$ cat config.mk
export PLATFORM = sky130hd
export DESIGN_NAME = sampler_link
export DESIGN_NICKNAME = d
export VERILOG_FILES = /design/src/rtl/sampler_link_pkg.sv /design/src/rtl/sampler_link_sync.sv /design/src/rtl/sampler_link_ctrl.sv /design/src/rtl/sampler_link_dp.sv /design/src/rtl/sampler_link.sv
export SDC_FILE = /design/constraint.sdc
export NUM_CORES = 1
export LEC_CHECK = 0
export ABC_AREA = 1
export BUFFER_PORTS_ARGS = -buffer_cell sky130_fd_sc_hd__buf_2
export CORE_UTILIZATION = 45
export DETAILED_ROUTE_END_ITERATION = 12
export GPL_TIMING_DRIVEN = 1
export PLACE_DENSITY = 0.77
export SLEW_MARGIN = 20
export SYNTH_ARGS = -nofsm -noshare
export SYNTH_HDL_FRONTEND = slang
export SYNTH_SLANG_ARGS = --single-unit
$ cat constraint.sdc
create_clock -name clk -period 1.7 [get_ports clk]
set_clock_uncertainty 0.05 [all_clocks]
set_input_delay 0.255 -clock clk [delete_from_list [all_inputs] [get_ports clk]]
set_output_delay 0.255 -clock clk [all_outputs]
set_load 0.02 [all_outputs]
$ cat src/rtl/sampler_link_pkg.sv
package sampler_link_pkg;

  // Strobes from the edge controller to the datapath, all single-cycle
  typedef struct packed {
    logic idle;        // deselected: clear serial state
    logic clearOut;    // falling edge within the leading-zero span
    logic loadSample;  // hold edge: latch selected channel
    logic shiftOut;    // falling edge within the data span
    logic shiftIn;     // rising edge within the control span
    logic commitCtrl;  // last control rising edge: load the register
  } dpStrobes_t;

endpackage

$ cat src/rtl/sampler_link_sync.sv
module sampler_link_sync #(
  parameter int WIDTH = 3,
  parameter int STAGES = 2,
  parameter logic [WIDTH-1:0] RST_VAL = '0
) (
  input  logic             clk,
  input  logic             rstN,
  input  logic [WIDTH-1:0] asyncIn,
  output logic [WIDTH-1:0] syncOut
);

  logic [STAGES-1:0][WIDTH-1:0] pipe;

  always_ff @(posedge clk or negedge rstN) begin
    if (!rstN) begin
      pipe <= {STAGES{RST_VAL}};
    end else begin
      pipe[0] <= asyncIn;
      for (int s = 1; s < STAGES; s++) begin
        pipe[s] <= pipe[s-1];
      end
    end
  end

  assign syncOut = pipe[STAGES-1];

endmodule

$ cat src/rtl/sampler_link_ctrl.sv
module sampler_link_ctrl
  import sampler_link_pkg::*;
#(
  parameter int FRAME_EDGES = 16,
  parameter int HOLD_EDGE = 4,
  parameter int LEAD_ZEROS = 4,
  parameter int CTRL_W = 8
) (
  input  logic       clk,
  input  logic       rstN,
  input  logic       csS,
  input  logic       sclkS,
  output dpStrobes_t st,
  output logic       trackOn,
  output logic       holdPulse,
  output logic       doneStrobe
);

  localparam int CNT_W = $clog2(FRAME_EDGES + 1);
  localparam logic [CNT_W-1:0] EDGE_LAST = CNT_W'(FRAME_EDGES);
  localparam logic [CNT_W-1:0] EDGE_HOLD = CNT_W'(HOLD_EDGE);
  localparam logic [CNT_W-1:0] EDGE_ZERO = CNT_W'(LEAD_ZEROS);
  localparam logic [CNT_W-1:0] CTRL_EDGES = CNT_W'(CTRL_W);
  localparam logic [CNT_W-1:0] ONE = CNT_W'(1);

  logic             intClk, intPrev;
  logic             fallEv, riseEv;
  logic [CNT_W-1:0] fallCnt, riseCnt, nextFall;
  logic             newConv, ctrlRise;

  // Gated serial clock: forced high while deselected
  assign intClk = csS | sclkS;
  assign fallEv = intPrev & ~intClk;
  assign riseEv = ~intPrev & intClk & ~csS;

  assign newConv  = (fallCnt == '0) || (fallCnt == EDGE_LAST);
  assign nextFall = newConv ? ONE : fallCnt + ONE;
  assign ctrlRise = riseEv && (fallCnt != '0) && (riseCnt < CTRL_EDGES);

  always_ff @(posedge clk or negedge rstN) begin
    if (!rstN) begin
      intPrev <= 1'b1;
      fallCnt <= '0;
      riseCnt <= '0;
    end else begin
      intPrev <= intClk;
      if (csS) begin
        fallCnt <= '0;
        riseCnt <= '0;
      end else if (fallEv) begin
        fallCnt <= nextFall;
        if (newConv) riseCnt <= '0;
      end else if (riseEv && fallCnt != '0 && riseCnt < EDGE_LAST) begin
        riseCnt <= riseCnt + ONE;
      end
    end
  end

  always_comb begin
    st = '0;
    st.idle       = csS;
    st.clearOut   = fallEv && (nextFall <= EDGE_ZERO);
    st.shiftOut   = fallEv && (nextFall > EDGE_ZERO);
    st.loadSample = fallEv && (nextFall == EDGE_HOLD);
    st.shiftIn    = ctrlRise;
    st.commitCtrl = ctrlRise && (riseCnt == CTRL_EDGES - ONE);
  end

  assign trackOn = ~csS && (fallCnt != '0) && (fallCnt < EDGE_HOLD);

  always_ff @(posedge clk or negedge rstN) begin
    if (!rstN) begin
      holdPulse  <= 1'b0;
      doneStrobe <= 1'b0;
    end else begin
      holdPulse  <= st.loadSample;
      doneStrobe <= fallEv && (nextFall == EDGE_LAST);
    end
  end

  AST_HOLD_ENDS_TRACK: assert property (@(posedge clk) disable iff (!rstN)
    holdPulse |-> ($past(trackOn) && !trackOn));
  AST_DONE_AT_LAST_EDGE: assert property (@(posedge clk) disable iff (!rstN)
    doneStrobe |-> (fallCnt == EDGE_LAST));
  AST_RISE_BOUNDED: assert property (@(posedge clk) disable iff (!rstN)
    riseCnt <= fallCnt);
  AST_ABORT_CLEARS: assert property (@(posedge clk) disable iff (!rstN)
    csS |=> (fallCnt == '0 && riseCnt == '0));

endmodule

$ cat src/rtl/sampler_link_dp.sv
module sampler_link_dp
  import sampler_link_pkg::*;
#(
  parameter int SAMPLE_W = 12,
  parameter int CH_NUM = 8,
  parameter int CTRL_W = 8,
  parameter int CH_LSB = 3
) (
  input  logic                       clk,
  input  logic                       rstN,
  input  dpStrobes_t                 st,
  input  logic                       dinS,
  input  logic [CH_NUM*SAMPLE_W-1:0] sampleBus,
  output logic                       doutBit
);

  localparam int CH_W = $clog2(CH_NUM);

  logic [SAMPLE_W-1:0] chanWord [CH_NUM];
  logic [CTRL_W-2:0]   dinShift;
  logic [CTRL_W-1:0]   ctrlReg;
  logic [SAMPLE_W-1:0] holdReg;
  logic [CH_W-1:0]     chSel;

  for (genvar c = 0; c < CH_NUM; c++) begin : g_chan
    assign chanWord[c] = sampleBus[c*SAMPLE_W +: SAMPLE_W];
  end

  assign chSel = ctrlReg[CH_LSB +: CH_W];

  // Control byte intake
  always_ff @(posedge clk or negedge rstN) begin
    if (!rstN) begin
      dinShift <= '0;
      ctrlReg  <= '0;
    end else if (st.idle) begin
      dinShift <= '0;
    end else if (st.shiftIn) begin
      dinShift <= {dinShift[CTRL_W-3:0], dinS};
      if (st.commitCtrl) ctrlReg <= {dinShift, dinS};
    end
  end

  // Result latch and serializer
  always_ff @(posedge clk or negedge rstN) begin
    if (!rstN) begin
      holdReg <= '0;
      doutBit <= 1'b0;
    end else if (st.idle) begin
      doutBit <= 1'b0;
    end else begin
      if (st.loadSample) begin
        holdReg <= chanWord[chSel];
      end else if (st.shiftOut) begin
        holdReg <= {holdReg[SAMPLE_W-2:0], 1'b0};
      end
      if (st.clearOut) begin
        doutBit <= 1'b0;
      end else if (st.shiftOut) begin
        doutBit <= holdReg[SAMPLE_W-1];
      end
    end
  end

  AST_CTRL_HOLDS: assert property (@(posedge clk) disable iff (!rstN)
    !st.commitCtrl |=> $stable(ctrlReg));
  AST_LEAD_ZERO: assert property (@(posedge clk) disable iff (!rstN)
    st.clearOut |=> !doutBit);
  AST_IDLE_QUIET: assert property (@(posedge clk) disable iff (!rstN)
    st.idle |=> (!doutBit && dinShift == '0));

endmodule

$ cat src/rtl/sampler_link.sv
module sampler_link
  import sampler_link_pkg::*;
#(
  parameter int SAMPLE_W = 12,
  parameter int CH_NUM = 8,
  parameter int CTRL_W = 8,
  parameter int CH_LSB = 3,
  parameter int FRAME_EDGES = 16,
  parameter int HOLD_EDGE = 4,
  parameter int SYNC_STAGES = 2
) (
  input  logic                       clk,
  input  logic                       rstN,
  input  logic                       csN,
  input  logic                       sclk,
  input  logic                       din,
  input  logic [CH_NUM*SAMPLE_W-1:0] sampleBus,
  output logic                       dout,
  output logic                       doutEn,
  output logic                       trackOn,
  output logic                       holdPulse,
  output logic                       doneStrobe
);

  localparam int LEAD_ZEROS = FRAME_EDGES - SAMPLE_W;

  logic       csS, sclkS, dinS;
  dpStrobes_t st;

  sampler_link_sync #(
    .WIDTH(3), .STAGES(SYNC_STAGES), .RST_VAL(3'b110)
  ) u_sync (
    .clk(clk), .rstN(rstN),
    .asyncIn({csN, sclk, din}),
    .syncOut({csS, sclkS, dinS})
  );

  sampler_link_ctrl #(
    .FRAME_EDGES(FRAME_EDGES), .HOLD_EDGE(HOLD_EDGE),
    .LEAD_ZEROS(LEAD_ZEROS), .CTRL_W(CTRL_W)
  ) u_ctrl (
    .clk(clk), .rstN(rstN), .csS(csS), .sclkS(sclkS),
    .st(st), .trackOn(trackOn), .holdPulse(holdPulse), .doneStrobe(doneStrobe)
  );

  sampler_link_dp #(
    .SAMPLE_W(SAMPLE_W), .CH_NUM(CH_NUM), .CTRL_W(CTRL_W), .CH_LSB(CH_LSB)
  ) u_dp (
    .clk(clk), .rstN(rstN), .st(st), .dinS(dinS),
    .sampleBus(sampleBus), .doutBit(dout)
  );

  assign doutEn = ~csS;

endmodule

==> metrics.md, run 1 <==
| Metric | Value |
|---|---|
| Status | complete, but fails checks |
| Failing checks | negative setup slack |
| Max FO, Critical Path | 5 |
| Vias per inst | roughly 5.1 |
| Worst Path Required | between 1 and 1.5 ns |
| CTS tree | built |
| Final net count | 679 |
| Design area | roughly 3800 µm² |
| Worst Hold End | u_sync.syncOut[1] |
| Critical-path top delay cell | dfrtp_2 |
| Clock latency on the worst-skew pair | roughly 0.30 ns |
| Antenna violations before repair | 0 |
| Cell-internal power | about 1.5 mW |
| Avg WL per Cell | around 12 µm |
| Worst Hold Class | register to register |
| Storage cell area | 1010 µm² |
| Vias after detailed routing | about 3.3k |
| Core area | 5990 µm² |
| R2r endpoint | u_dp.holdReg[0] |
| CTS Root Cell | clkbuf_8 |
| Seq pwr share | around half |
| Logic gate share of total power | around 18% |
| Gp weighted congestion | about 0.92 |
| DRT Pass-1 Iters | 4 |
| Final Hold Viols | 0 |
| Sequential element share of the synthesized area | a little over a third |
| Final worst slack | -0.0613 ns |
| DRC viols | 0 |
| Fin util | 63.7% |
| Tot GR Track Use | 24.8% |
| Worst hold start | u_sync.pipe[1] |
| Startpoint Class | register |
| Most common cell after layout, fill and taps aside | nand2_1 |
| H-Tree Depth | 2 |
| Antenna diode count | 0 |
| Achievable frequency | 568 MHz |
| Share of cells above drive strength 1 | 33.0% |
| Largest net degree at the start of global routing | approximately 50 |
| Global-route wire length before repair | 12800 µm |
| Cell Area, Synth | about 2800 µm² |
| Sink Count | 40 |
| Measured slew at the worst slew-check pin | 0.423 ns |
| Post-Synthesis Cells | around 460 |
| Post-DP Area | between 3000 and 4000 µm² |
| Layout fillers | between 500 and 600 |
| Mean area per synthesized cell | 6.20 µm² |
| Routed WL | approximately 8000 µm |
| ANT nets after route | 0 |
| Clock slew at reported path FFs | roughly 0.08 ns |
| CP most frequent cell | inv_1 |
| Setup tns final | -0.115 ns |
| Crit-path cells | inv_1, ha_4, nand2_4, nand4_1, inv_1, buf_4 |
| Vias in the first global route | between 3k and 4k |
| RSZ-0062 raised after global routing | yes |
| FF-to-FF path depth | 11 |
| Clock power frac | 32.2% |
| PwrDens | 528 nW/µm² |
| Clock Path Buffers | 2 |
| Max-slew violations | 0 |
| Leak | roughly 2.1 nW |
| FF+latch count, synth | 40 |
| Period utilisation layout | 104% |
| Flop-to-flop setup slack | -0.02 ns |
| Max-Cap Viols | 0 |
| Net Switching | 523 µW |
| Die Span Y | roughly 80 µm |
| I/O Pins | about 110 |
| Die width | slightly above 80 µm |
| Synth-to-Final Area Change | 34.3% |
| Num CTS Buffers | 5 |
| Critical path's largest stage delay | ~0.46 ns |
| Post-DP HPWL | 5540 µm |
| Post-synth net total | approximately 560 |
| Rel. slew slack | a little under three quarters |
| Crit path arrival time | around 1.5 ns |
| Crit end category | output port |
| WHS Path Cells | 0 |
| Drt first-iter violations | between 200 and 250 |
| Initial Util | a little under half |
| Synthesis warning total | 0 |
| WHS | 0.307 ns |
| Standard-cell rows | 28 |
| Sw frac | between 20% and 30% |
| Pwr Total | roughly 2 mW |
| GRT Residual Overflow | 0 |
| Setup violations, final | 6 |
| Start of the worst register-to-register path | u_ctrl.fallCnt[1] |
| WS Path Type | register to output port |
| Most frequent cells in the layout | nand2_1 (199), buf_2 (104), nand3_1 (75), inv_1 (41), dfrtp_1 (32) |
| Port Buffer Count | ~110 |
| Max VDD drop | around 0.72 mV |
| Post-synthesis cell type count | 28 |
| Multi-input gate area | roughly 1600 µm² |
| Min cycle time layout | between 1.5 and 2 ns |
| Die area | about 6600 µm² |
[registers in the layout (all words and copies together) (netlist names), 3 cells and up]
register,cells
u_ctrl.fallCnt,5
u_dp.dinShift,5
u_sync.syncOut,3
u_dp.ctrlReg,3
u_ctrl.riseCnt,5
u_sync.pipe,3
u_dp.holdReg,12
[critical path: cells and delay by family, from the launching register on]
| family | cells | cell delay, ns |
|---|---|---|
| adder cells (fa/ha/maj) | 1 | 0.17 |
| buffers and inverters | 3 | 0.34 |
| flip-flops | 1 | 0.46 |
| AND/OR/NAND/NOR | 2 | 0.18 |
[power groups by stage]
stage | Sequential [mW] | Clock (mW) | Combinational, mW
6_report | 1.01 | 0.648 | 0.358
2_1_floorplan | 1.02 | 0 | 0.145
3_3_place_gp | 1.02 | 0 | 0.315
3_5_place_dp | 1.02 | 0 | 0.322
4_1_cts | 1.00 | 0.665 | 0.341
5_1_grt | 1.01 | 0.702 | 0.401
[how the worst max path moves through the flow]
stage | start | end | slack (ns) | cells past startpoint
after floorplan | u_ctrl.fallCnt[0] | u_dp.holdReg[10] | 0.08 | 11
after global placement | u_ctrl.fallCnt[0] | u_dp.holdReg[3] | -0.02 | 10
after detailed placement | u_ctrl.fallCnt[0] | u_dp.holdReg[9] | -0.12 | 10
after CTS | u_ctrl.fallCnt[0] | trackOn | 0.02 | 6
after global routing | u_ctrl.fallCnt[0] | u_dp.holdReg[4] | -0.12 | 11
final | u_ctrl.fallCnt[1] | trackOn | -0.06 | 6
[layout make-up]
type | count | area share (%)
inverters | 48 | 4.92
clock buffers | 6 | 2.16
flip-flops and latches | 40 | 26.5
multi-input cells | 347 | 42.9
clock inverters | 2 | 0.262
repair buffers | 133 | 20.8
well taps | 75 | 2.46
[cell families (layout without fill, tap and decap cells)]
| logic type | Yosys count | in the layout | share of synthesized area (%) |
|---|---|---|---|
| AO/OA/AOI/OAI | 22 | 22 | 4.01 |
| AND/OR/NAND/NOR | 322 | 322 | 48.7 |
| adder cells (fa/ha/maj) | 3 | 3 | 1.32 |
| buffers and inverters | 71 | 189 | 10.5 |
| flip-flops | 40 | 40 | 35.5 |
[cells in the mapped netlist, drive strengths merged]
| master | n | area, µm² |
|---|---|---|
| a21oi | 4 | 20.0 |
| buf | 18 | 100 |
| clkbuf | 5 | 18.8 |
| dfrtp | 35 | 876 |
| dfstp | 5 | 131 |
| ha | 3 | 37.5 |
| inv | 48 | 180 |
| nand2 | 216 | 823 |
| nand3 | 82 | 415 |
| nand4 | 5 | 31.3 |
| nor2 | 13 | 76.3 |
| nor3 | 1 | 5.00 |
| nor4 | 1 | 6.26 |
| o21a | 1 | 7.51 |
| o21ai | 16 | 80.1 |
| o22ai | 1 | 6.26 |
| or2 | 4 | 25.0 |
[routing by layer]
layer / global-route usage (%) / vias up / wire length, µm
met3: 4.78 / 14 / 388
met4: 7.50 / 0 / 123
met1: 29.6 / 1519 / 3330
li1: - / 1661 / -
met5: 0 / - / 0
met2: 44.7 / 101 / 3990
[stage by stage]
| stage | worst slack, ns | cells |
|---|---|---|
| floorplan | 0.0832 | 458 |
| global placement | -0.0232 | 630 |
| detailed placement | -0.125 | 630 |
| CTS | 0.0202 | 647 |
| global route | -0.119 | 651 |
| finish | -0.0613 | 651 |
[what timing repair did]
item                       CTS  global route
gates cloned                 0             1
hold endpoints to repair    14             1
setup endpoints to repair   15            22
hold buffers                 3             1
setup buffers                6             2
resized for setup            2            38
pin swaps                    1            13
No activity file was read; power rests on OpenSTA's default activity.
==> inputs of run 2 (changes only) <==
--- a/config.mk
+++ b/config.mk
@@ -7,10 +7,12 @@
 export LEC_CHECK = 0
 export ABC_AREA = 1
 export BUFFER_PORTS_ARGS = -buffer_cell sky130_fd_sc_hd__buf_2
-export CORE_UTILIZATION = 45
+export CAP_MARGIN = 15
+export CORE_UTILIZATION = 46
+export CTS_BUF_LIST = sky130_fd_sc_hd__clkbuf_4
 export DETAILED_ROUTE_END_ITERATION = 12
 export GPL_TIMING_DRIVEN = 1
-export PLACE_DENSITY = 0.77
+export PLACE_DENSITY = 0.78
 export SLEW_MARGIN = 20
 export SYNTH_ARGS = -nofsm -noshare
 export SYNTH_HDL_FRONTEND = slang
==> metrics.md, run 2 (same netlist as run 1, synthesis figures left out) <==
| Metric | Value |
|---|---|
| Share of cells above drive strength 1 | 29.1% (-3.9 points) |
| Standard-cell rows | 28 (unchanged) |
| Layout fillers | 547 (+2.1%) |
| WS Path Type | register to register |
| Status | complete, but fails checks |
| Vias per inst | 5.17 (+2.1%) |
| Largest net degree at the start of global routing | 53 (+8.2%) |
| Crit-path cells | ha_2, nand2_1, inv_1, nor2_4, nand2_2, nor2_2, nand4_1, buf_6, nand2_1, nand3_1, nand2_1 |
| GR Util met3 | 3.64% (-1.1 points) |
| Post-Layout Cell Count | 645 (-0.92%) |
| Measured slew at the worst slew-check pin | 0.417 ns (-0.00611 ns) |
| GRT Residual Overflow | 0 (unchanged) |
| Die Span Y | 80.6 µm (-1.1%) |
| PwrDens | 584 nW/µm² (+11%) |
| Most common cell after layout, fill and taps aside | nand2_1 |
| ANT nets after route | 0 (unchanged) |
| Setup violations, final | 11 (+5) |
| Antenna violations before repair | 0 (unchanged) |
| Start of the worst register-to-register path | u_ctrl.fallCnt[0] |
| Synth-to-Final Area Change | 30.4% |
| Sink Count | 40 (unchanged) |
| Fin util | 62.6% (-1.1 points) |
| Drt first-iter violations | 228 (-8.4%) |
| Most frequent cells in the layout | nand2_1 (207), buf_2 (105), nand3_1 (80), inv_1 (42), dfrtp_1 (34) |
| Clock slew at reported path FFs | 0.12 ns (+0.04 ns) |
| Critical path's largest stage delay | 0.42 ns (-0.04 ns) |
| Post-DP HPWL | 5740 µm (+3.6%) |
| Rel. slew slack | 72.2% (+0.37 points) |
| Number of flip-flops under the largest register name | 12 (unchanged) |
| Critical-path top delay cell | dfrtp_1 |
| Cells after DPL | 629 (-0.16%) |
| Max-Cap Viols | 0 (unchanged) |
| Storage cell area | 1010 µm² (-0.25%) |
| Vias after detailed routing | 3334 (+1.2%) |
| Achievable frequency | 568 MHz (+0.11%) |
| Die width | 80.6 µm (-1.1%) |
| Tot GR Track Use | 25.6% (+0.85 points) |
| Routed WL | 8060 µm (+3.0%) |
| Die area | 6490 µm² (-2.1%) |
| Final net count | 673 (-0.88%) |
| Crit end category | register |
| Final Hold Viols | 0 (unchanged) |
| Final worst slack | -0.0593 ns (+0.00200 ns) |
| Leak | 2.08 nW (-1.6%) |
| Failing checks | negative setup slack |
| Most flops, register | u_dp.holdReg |
| Vias in the first global route | 3167 (+5.2%) |
| Worst Hold Class | input port to async pin |
| Core area | 5920 µm² (-1.2%) |
| DRC viols | 0 (unchanged) |
| Avg WL per Cell | 12.5 µm (+3.9%) |
| Multi-input gate area | 1590 µm² (-2.8%) |
| Grt peak-use layer | met2 |
| Clock latency on the worst-skew pair | 0.37 ns (+0.07 ns) |
| RSZ-0062 raised after global routing | yes |
| Setup tns final | -0.297 ns (-0.182 ns) |
| Port Buffer Count | 105 (unchanged) |
| H-Tree Depth | 2 (unchanged) |
| R2r endpoint | u_dp.holdReg[1] |
| DRT Pass-1 Iters | 5 (+1) |
| Crit path capture | u_dp.holdReg[1] |
| Worst Path Required | 1.95 ns (+0.56 ns) |
| Max-slew violations | 0 (unchanged) |
| Antenna diode count | 0 (unchanged) |
| Max FO, Critical Path | 6 (+1) |
| Num CTS Buffers | 5 (unchanged) |
| Flop-to-flop setup slack | -0.06 ns (-0.04 ns) |
| Met1 usage | 30.5% (+0.86 points) |
| Period utilisation layout | 103% (-0.12 points) |
| CTS tree | built |
| FF-to-FF path depth | 11 (unchanged) |
| Global-route wire length before repair | 13100 µm (+2.5%) |
| CTS Root Cell | clkbuf_4 |
| CP Launch Point | u_ctrl.fallCnt[0] |
| Pwr Total | 2.16 mW (+7.4%) |
| Gp weighted congestion | 0.882 (-4.2%) |
| Clock Path Buffers | 2 (unchanged) |
| Min cycle time layout | 1.76 ns (-0.00200 ns) |
| Max VDD drop | 0.573 mV (-21%) |
| Initial Util | 48.0% (+0.56 points) |
| Met2 Use GR | 47.6% (+3.0 points) |
| Startpoint Class | register |
| CP most frequent cell | nand2_1 |
| Crit path arrival time | 2.01 ns (+0.55 ns) |
| I/O Pins | 106 (unchanged) |
## run 2: cell types whose count changed in the layout (fill, tap and decap cells not counted), sizes merged
cell / change
inv: +1
buf: -7
clkinv: -3
bufinv: +2
nor2: +1
## run 2: metrics by stage
stage               hold slack (ns)  cell area (µm²)  setup WS [ns]
finish                        0.240             3700        -0.0593
global route                  0.275             3700         -0.132
CTS                           0.265             3660        0.00188
detailed placement            0.110             3470        -0.0545
global placement              0.106             3470         0.0177
floorplan                   -0.0906             2840         0.0832
## run 2: area by class of cell
cell class	count	share of cell area, %
Multi-Input combinational cell	348	43.0
Sequential cell	40	27.2
Timing Repair Buffer	126	19.5
Inverter	48	4.93
Tap cell	75	2.53
Clock inverter	2	1.62
Clock buffer	6	1.22
## run 2: worst max-delay path: cells and delay by family, from the launching register on
kind	cells	cell delay, ns
fa+ha+maj	1	0.22
buf+inv	2	0.25
flops	1	0.42
simple gates	8	0.75
## run 2: worst min path at each step
| stage | endpoint | start | slack [ns] |
|---|---|---|---|
| final | u_ctrl.doneStrobe | rstN | 0.24 |
| after global routing | u_ctrl.fallCnt[1] | rstN | 0.28 |
| after CTS | u_ctrl.fallCnt[1] | rstN | 0.27 |
| after detailed placement | u_ctrl.doneStrobe | rstN | 0.11 |
| after global placement | u_ctrl.doneStrobe | rstN | 0.11 |
| after floorplan | u_ctrl.doneStrobe | rstN | -0.09 |
## run 2: power breakdown
part	internal, mW	switching (mW)	total [mW]
registers	0.985	0.0200	1.00
clock network	0.475	0.329	0.804
logic	0.178	0.176	0.354
## run 2: routing by layer
metal	wire length [µm]	vias to the layer above	share of wire [%]
li1	-	1658	-
met1	3290	1544	41
met2	4180	109	52
met3	400	23	5.0
met4	188	0	2.3
met5	0	-	0
## run 2: timing repair
action	CTS	global route
gates cloned	1	1
endpoints found under the hold margin	15	0
endpoints found under the setup margin	13	21
buffers inserted	2	0
hold buffers	4	0
pin swaps	2	3
resized for setup	8	11
==> inputs of run 3 (changes only) <==
--- a/config.mk
+++ b/config.mk
@@ -5,14 +5,13 @@
 export SDC_FILE = /design/constraint.sdc
 export NUM_CORES = 1
 export LEC_CHECK = 0
-export ABC_AREA = 1
 export BUFFER_PORTS_ARGS = -buffer_cell sky130_fd_sc_hd__buf_2
 export CAP_MARGIN = 15
-export CORE_UTILIZATION = 46
+export CORE_UTILIZATION = 45
 export CTS_BUF_LIST = sky130_fd_sc_hd__clkbuf_4
 export DETAILED_ROUTE_END_ITERATION = 12
 export GPL_TIMING_DRIVEN = 1
-export PLACE_DENSITY = 0.78
+export PLACE_DENSITY = 0.79
 export SLEW_MARGIN = 20
 export SYNTH_ARGS = -nofsm -noshare
 export SYNTH_HDL_FRONTEND = slang
==> metrics.md, run 3 <==
| Metric | Value |
|---|---|
| Status | complete, but fails checks |
| Failing checks | negative setup slack |
| Measured slew at the worst slew-check pin | 0.434 ns (+0.0168 ns) |
| ANT nets after route | 0 (unchanged) |
| R2r endpoint | u_dp.doutBit |
| Synth top area cells | dfrtp_1 (35%), mux4_2 (21%), dfstp_2 (5.2%), mux2i_1 (3.2%), mux2_2 (2.2%) |
| Met2 WL | 4330 µm (+3.5%) |
| Post-Synthesis Cells | 209 (-54%) |
| Sw frac | 26.8% (+2.5 points) |
| Logic gate share of total power | 20.0% (+3.6 points) |
| Critical path's largest stage delay | 0.50 ns (+0.08 ns) |
| Core area | 5240 µm² (-12%) |
| Largest net degree at the start of global routing | 24 (-55%) |
| Setup violations, final | 31 (+20) |
| Max FO, Critical Path | 5 (-1) |
| Worst Path Required | 1.91 ns (-0.04 ns) |
| H-Tree Depth | 2 (unchanged) |
| DRC viols | 0 (unchanged) |
| Die Span Y | 76.9 µm (-4.6%) |
| Vias per inst | 5.76 (+11%) |
| Async SR Flop Fraction | 100% (unchanged) |
| Synthesis warning total | 0 (unchanged) |
| Antenna violations before repair | 0 (unchanged) |
| Most flops, register | u_dp.holdReg |
| Sink Count | 40 (unchanged) |
| CTS tree | built |
| Vias in the first global route | 2459 (-22%) |
| Achievable frequency | 467 MHz (-18%) |
| Max-Cap Viols | 0 (unchanged) |
| Post-synth top flop | dfrtp_1 |
| Cell-internal power | 1.34 mW (-18%) |
| Initial Util | 48.1% (+0.17 points) |
| Layout fillers | 325 (-41%) |
| Post-Layout Cell Count | 436 (-32%) |
| Most frequent cells in the layout | buf_2 (104), buf_4 (36), dfrtp_1 (34), mux4_2 (24), buf_6 (15) |
| Delay-heaviest family, CP | simple AND/OR/NAND/NOR gates |
| Startpoint Class | register |
| FF-to-FF path depth | 8 (-3) |
| Cell Area, Synth | 2520 µm² (-11%) |
| Rel. slew slack | 71.1% (-1.1 points) |
| Avg WL per Cell | 18.7 µm (+50%) |
| Net Switching | 491 µW (-6.5%) |
| Post-synthesis cell type count | 45 (+61%) |
| Clock Path Buffers | 2 (unchanged) |
| WL met1 | 3150 µm (-4.1%) |
| Area leader, netlist | dfrtp_1 |
| Global-route wire length before repair | 11600 µm (-12%) |
| Flop-to-flop setup slack | -0.44 ns (-0.38 ns) |
| Num CTS Buffers | 5 (unchanged) |
| Crit end category | register |
| Start of the worst register-to-register path | u_ctrl.fallCnt[0] |
| Clock latency on the worst-skew pair | 0.35 ns (-0.02 ns) |
| Most common cell after layout, fill and taps aside | buf_2 |
| Final Hold Viols | 0 (unchanged) |
| Period utilisation layout | 126% (+23 points) |
| Worst Hold Class | input port to async pin |
| RSZ-0062 raised after global routing | yes |
| Max VDD drop | 0.480 mV (-16%) |
| Metal3 WL | 463 µm (+16%) |
| I/O Pins | 106 (unchanged) |
| FF+latch count, synth | 40 (unchanged) |
| Gp weighted congestion | 0.899 (+2.0%) |
| Worst Path Buf+Inv | 2 (unchanged) |
| Vias after detailed routing | 2512 (-25%) |
| Critical-path top delay cell | or4b_4 |
| Number of flip-flops under the largest register name | 12 (unchanged) |
| Sequential element share of the synthesized area | 40.0% (+4.5 points) |
| Final worst slack | -0.443 ns (-0.383 ns) |
| Most frequent cell after synthesis | dfrtp_1 |
| Port Buffer Count | 105 (unchanged) |
| Antenna diode count | 0 (unchanged) |
| Mean area per synthesized cell | 12.1 µm² (+95%) |
| Max-slew violations | 0 (unchanged) |
| Design area | 3950 µm² (+6.7%) |
| Min cycle time layout | 2.14 ns (+0.383 ns) |
| Post-synth net total | 313 (-44%) |
| Area share of the largest cell type after synthesis | 34.7% (+3.9 points) |
| Post-DP Area | 3480 µm² (+0.40%) |
| Clock slew at reported path FFs | 0.13 ns (about the same) |
| Drt first-iter violations | 172 (-25%) |
| Crit path arrival time | 2.35 ns (+0.34 ns) |
| Synth-to-Final Area Change | 56.7% |
| GRT Residual Overflow | 0 (unchanged) |
| Share of cells above drive strength 1 | 69.7% (+41 points) |
| Final net count | 469 (-30%) |
| Clock power frac | 26.2% (-11 points) |
| Standard-cell rows | 26 (-7.1%) |
| Cells after DPL | 410 (-35%) |
| WS Path Type | register to register |
| Leak | 1.82 nW (-13%) |
| Die width | 76.9 µm (-4.6%) |
| Crit-path cells | inv_2, ha_4, or4b_4, o22ai_4, buf_6, o21ai_4, and2_4, a22o_1 |
| Die area | 5910 µm² (-9.0%) |
| Tot GR Track Use | 25.4% (-0.27 points) |
| Post-synth EDFFs | 0 (unchanged) |
| Top Metal Used | met4 |
| Post-DP HPWL | 5380 µm (-6.2%) |
| PwrDens | 464 nW/µm² (-21%) |
| CTS Root Cell | clkbuf_4 |
| DRT Pass-1 Iters | 4 (-1) |
| Pwr Total | 1.83 mW (-15%) |
| Routed WL | 8170 µm (+1.4%) |
| Seq pwr share | 53.9% (+7.4 points) |
| Post-synth top cells | dfrtp_1 (35), mux4_2 (24), inv_1 (14), nand2_1 (13), a21oi_1 (9) |
-- run 3: metrics by stage --
step	setup slack [ns]	util [%]	hold slack, ns	TNS [ns]
after floorplan	-0.340	-	-0.0906	-4.68
after global placement	-0.344	66.5	0.159	-4.85
after detailed placement	-0.401	66.5	0.166	-5.66
after CTS	-0.390	72.9	0.310	-5.66
after global routing	-0.499	75.4	0.322	-9.72
final	-0.443	75.4	0.304	-7.99
-- run 3: cell type report --
cell class              instances  area, µm²  share of cell area [%]
clock buffers                   5       37.5                   0.950
flip-flops and latches         40       1010                    25.5
repair buffers                164       1100                    27.8
multi-input cells             138       1640                    41.4
inverters                      16       62.6                    1.58
clock inverters                 3       18.8                   0.475
well taps                      70       87.6                    2.22
-- run 3: cell families (layout without fill, tap and decap cells) --
kind of cell | Yosys count | count (layout) | synth area share, %
adders and majority gates | 3 | 3 | 1.49
DFF | 40 | 40 | 40.0
and+or+nand+nor | 49 | 49 | 10.6
muxes | 40 | 40 | 28.2
xor gates and xnor gates | 5 | 5 | 1.74
AOI/OAI and AO/OA | 41 | 41 | 12.8
buffers and inverters | 31 | 188 | 5.31
-- run 3: worst max path at each step --
stage	start	cells after the start	to
after global placement	u_ctrl.fallCnt[0]	7	u_dp.holdReg[5]
after global routing	u_ctrl.fallCnt[0]	7	u_dp.holdReg[2]
after detailed placement	u_ctrl.fallCnt[0]	7	u_dp.holdReg[5]
after CTS	u_ctrl.fallCnt[0]	8	u_dp.doutBit
final	u_ctrl.fallCnt[0]	8	u_dp.doutBit
after floorplan	u_ctrl.fallCnt[0]	8	u_dp.holdReg[10]
-- run 3: repair_timing --
item,CTS,global route
resized for setup,37,23
hold buffers,4,0
endpoints found under the hold margin,15,0
endpoints found under the setup margin,26,31
pin swaps,9,11
setup buffers,9,8
-- run 3: metal layers --
| metal | up-vias | track usage, % |
|---|---|---|
| met2 | 127 | 46.6 |
| met1 | 1250 | 30.6 |
| met3 | 28 | 4.76 |
| li1 | 1107 | - |
| met5 | - | 0 |
| met4 | 0 | 5.58 |
-- run 3: power groups by stage --
| stage | Clock [mW] | Combinational [mW] | Sequential, mW |
|---|---|---|---|
| 2_1_floorplan | 0 | 0.115 | 1.01 |
| 3_3_place_gp | 0 | 0.292 | 1.00 |
| 3_5_place_dp | 0 | 0.300 | 1.00 |
| 4_1_cts | 0.480 | 0.336 | 0.986 |
| 5_1_grt | 0.516 | 0.390 | 0.990 |
| 6_report | 0.480 | 0.366 | 0.988 |
-- run 3: worst reg2reg max path: cells and delay by family, from the launching register on --
kind	cells	cell delay, ns
simple gates	2	0.67
fa+ha+maj	1	0.20
buf+inv	2	0.22
compound gates	3	0.47
flops	1	0.43
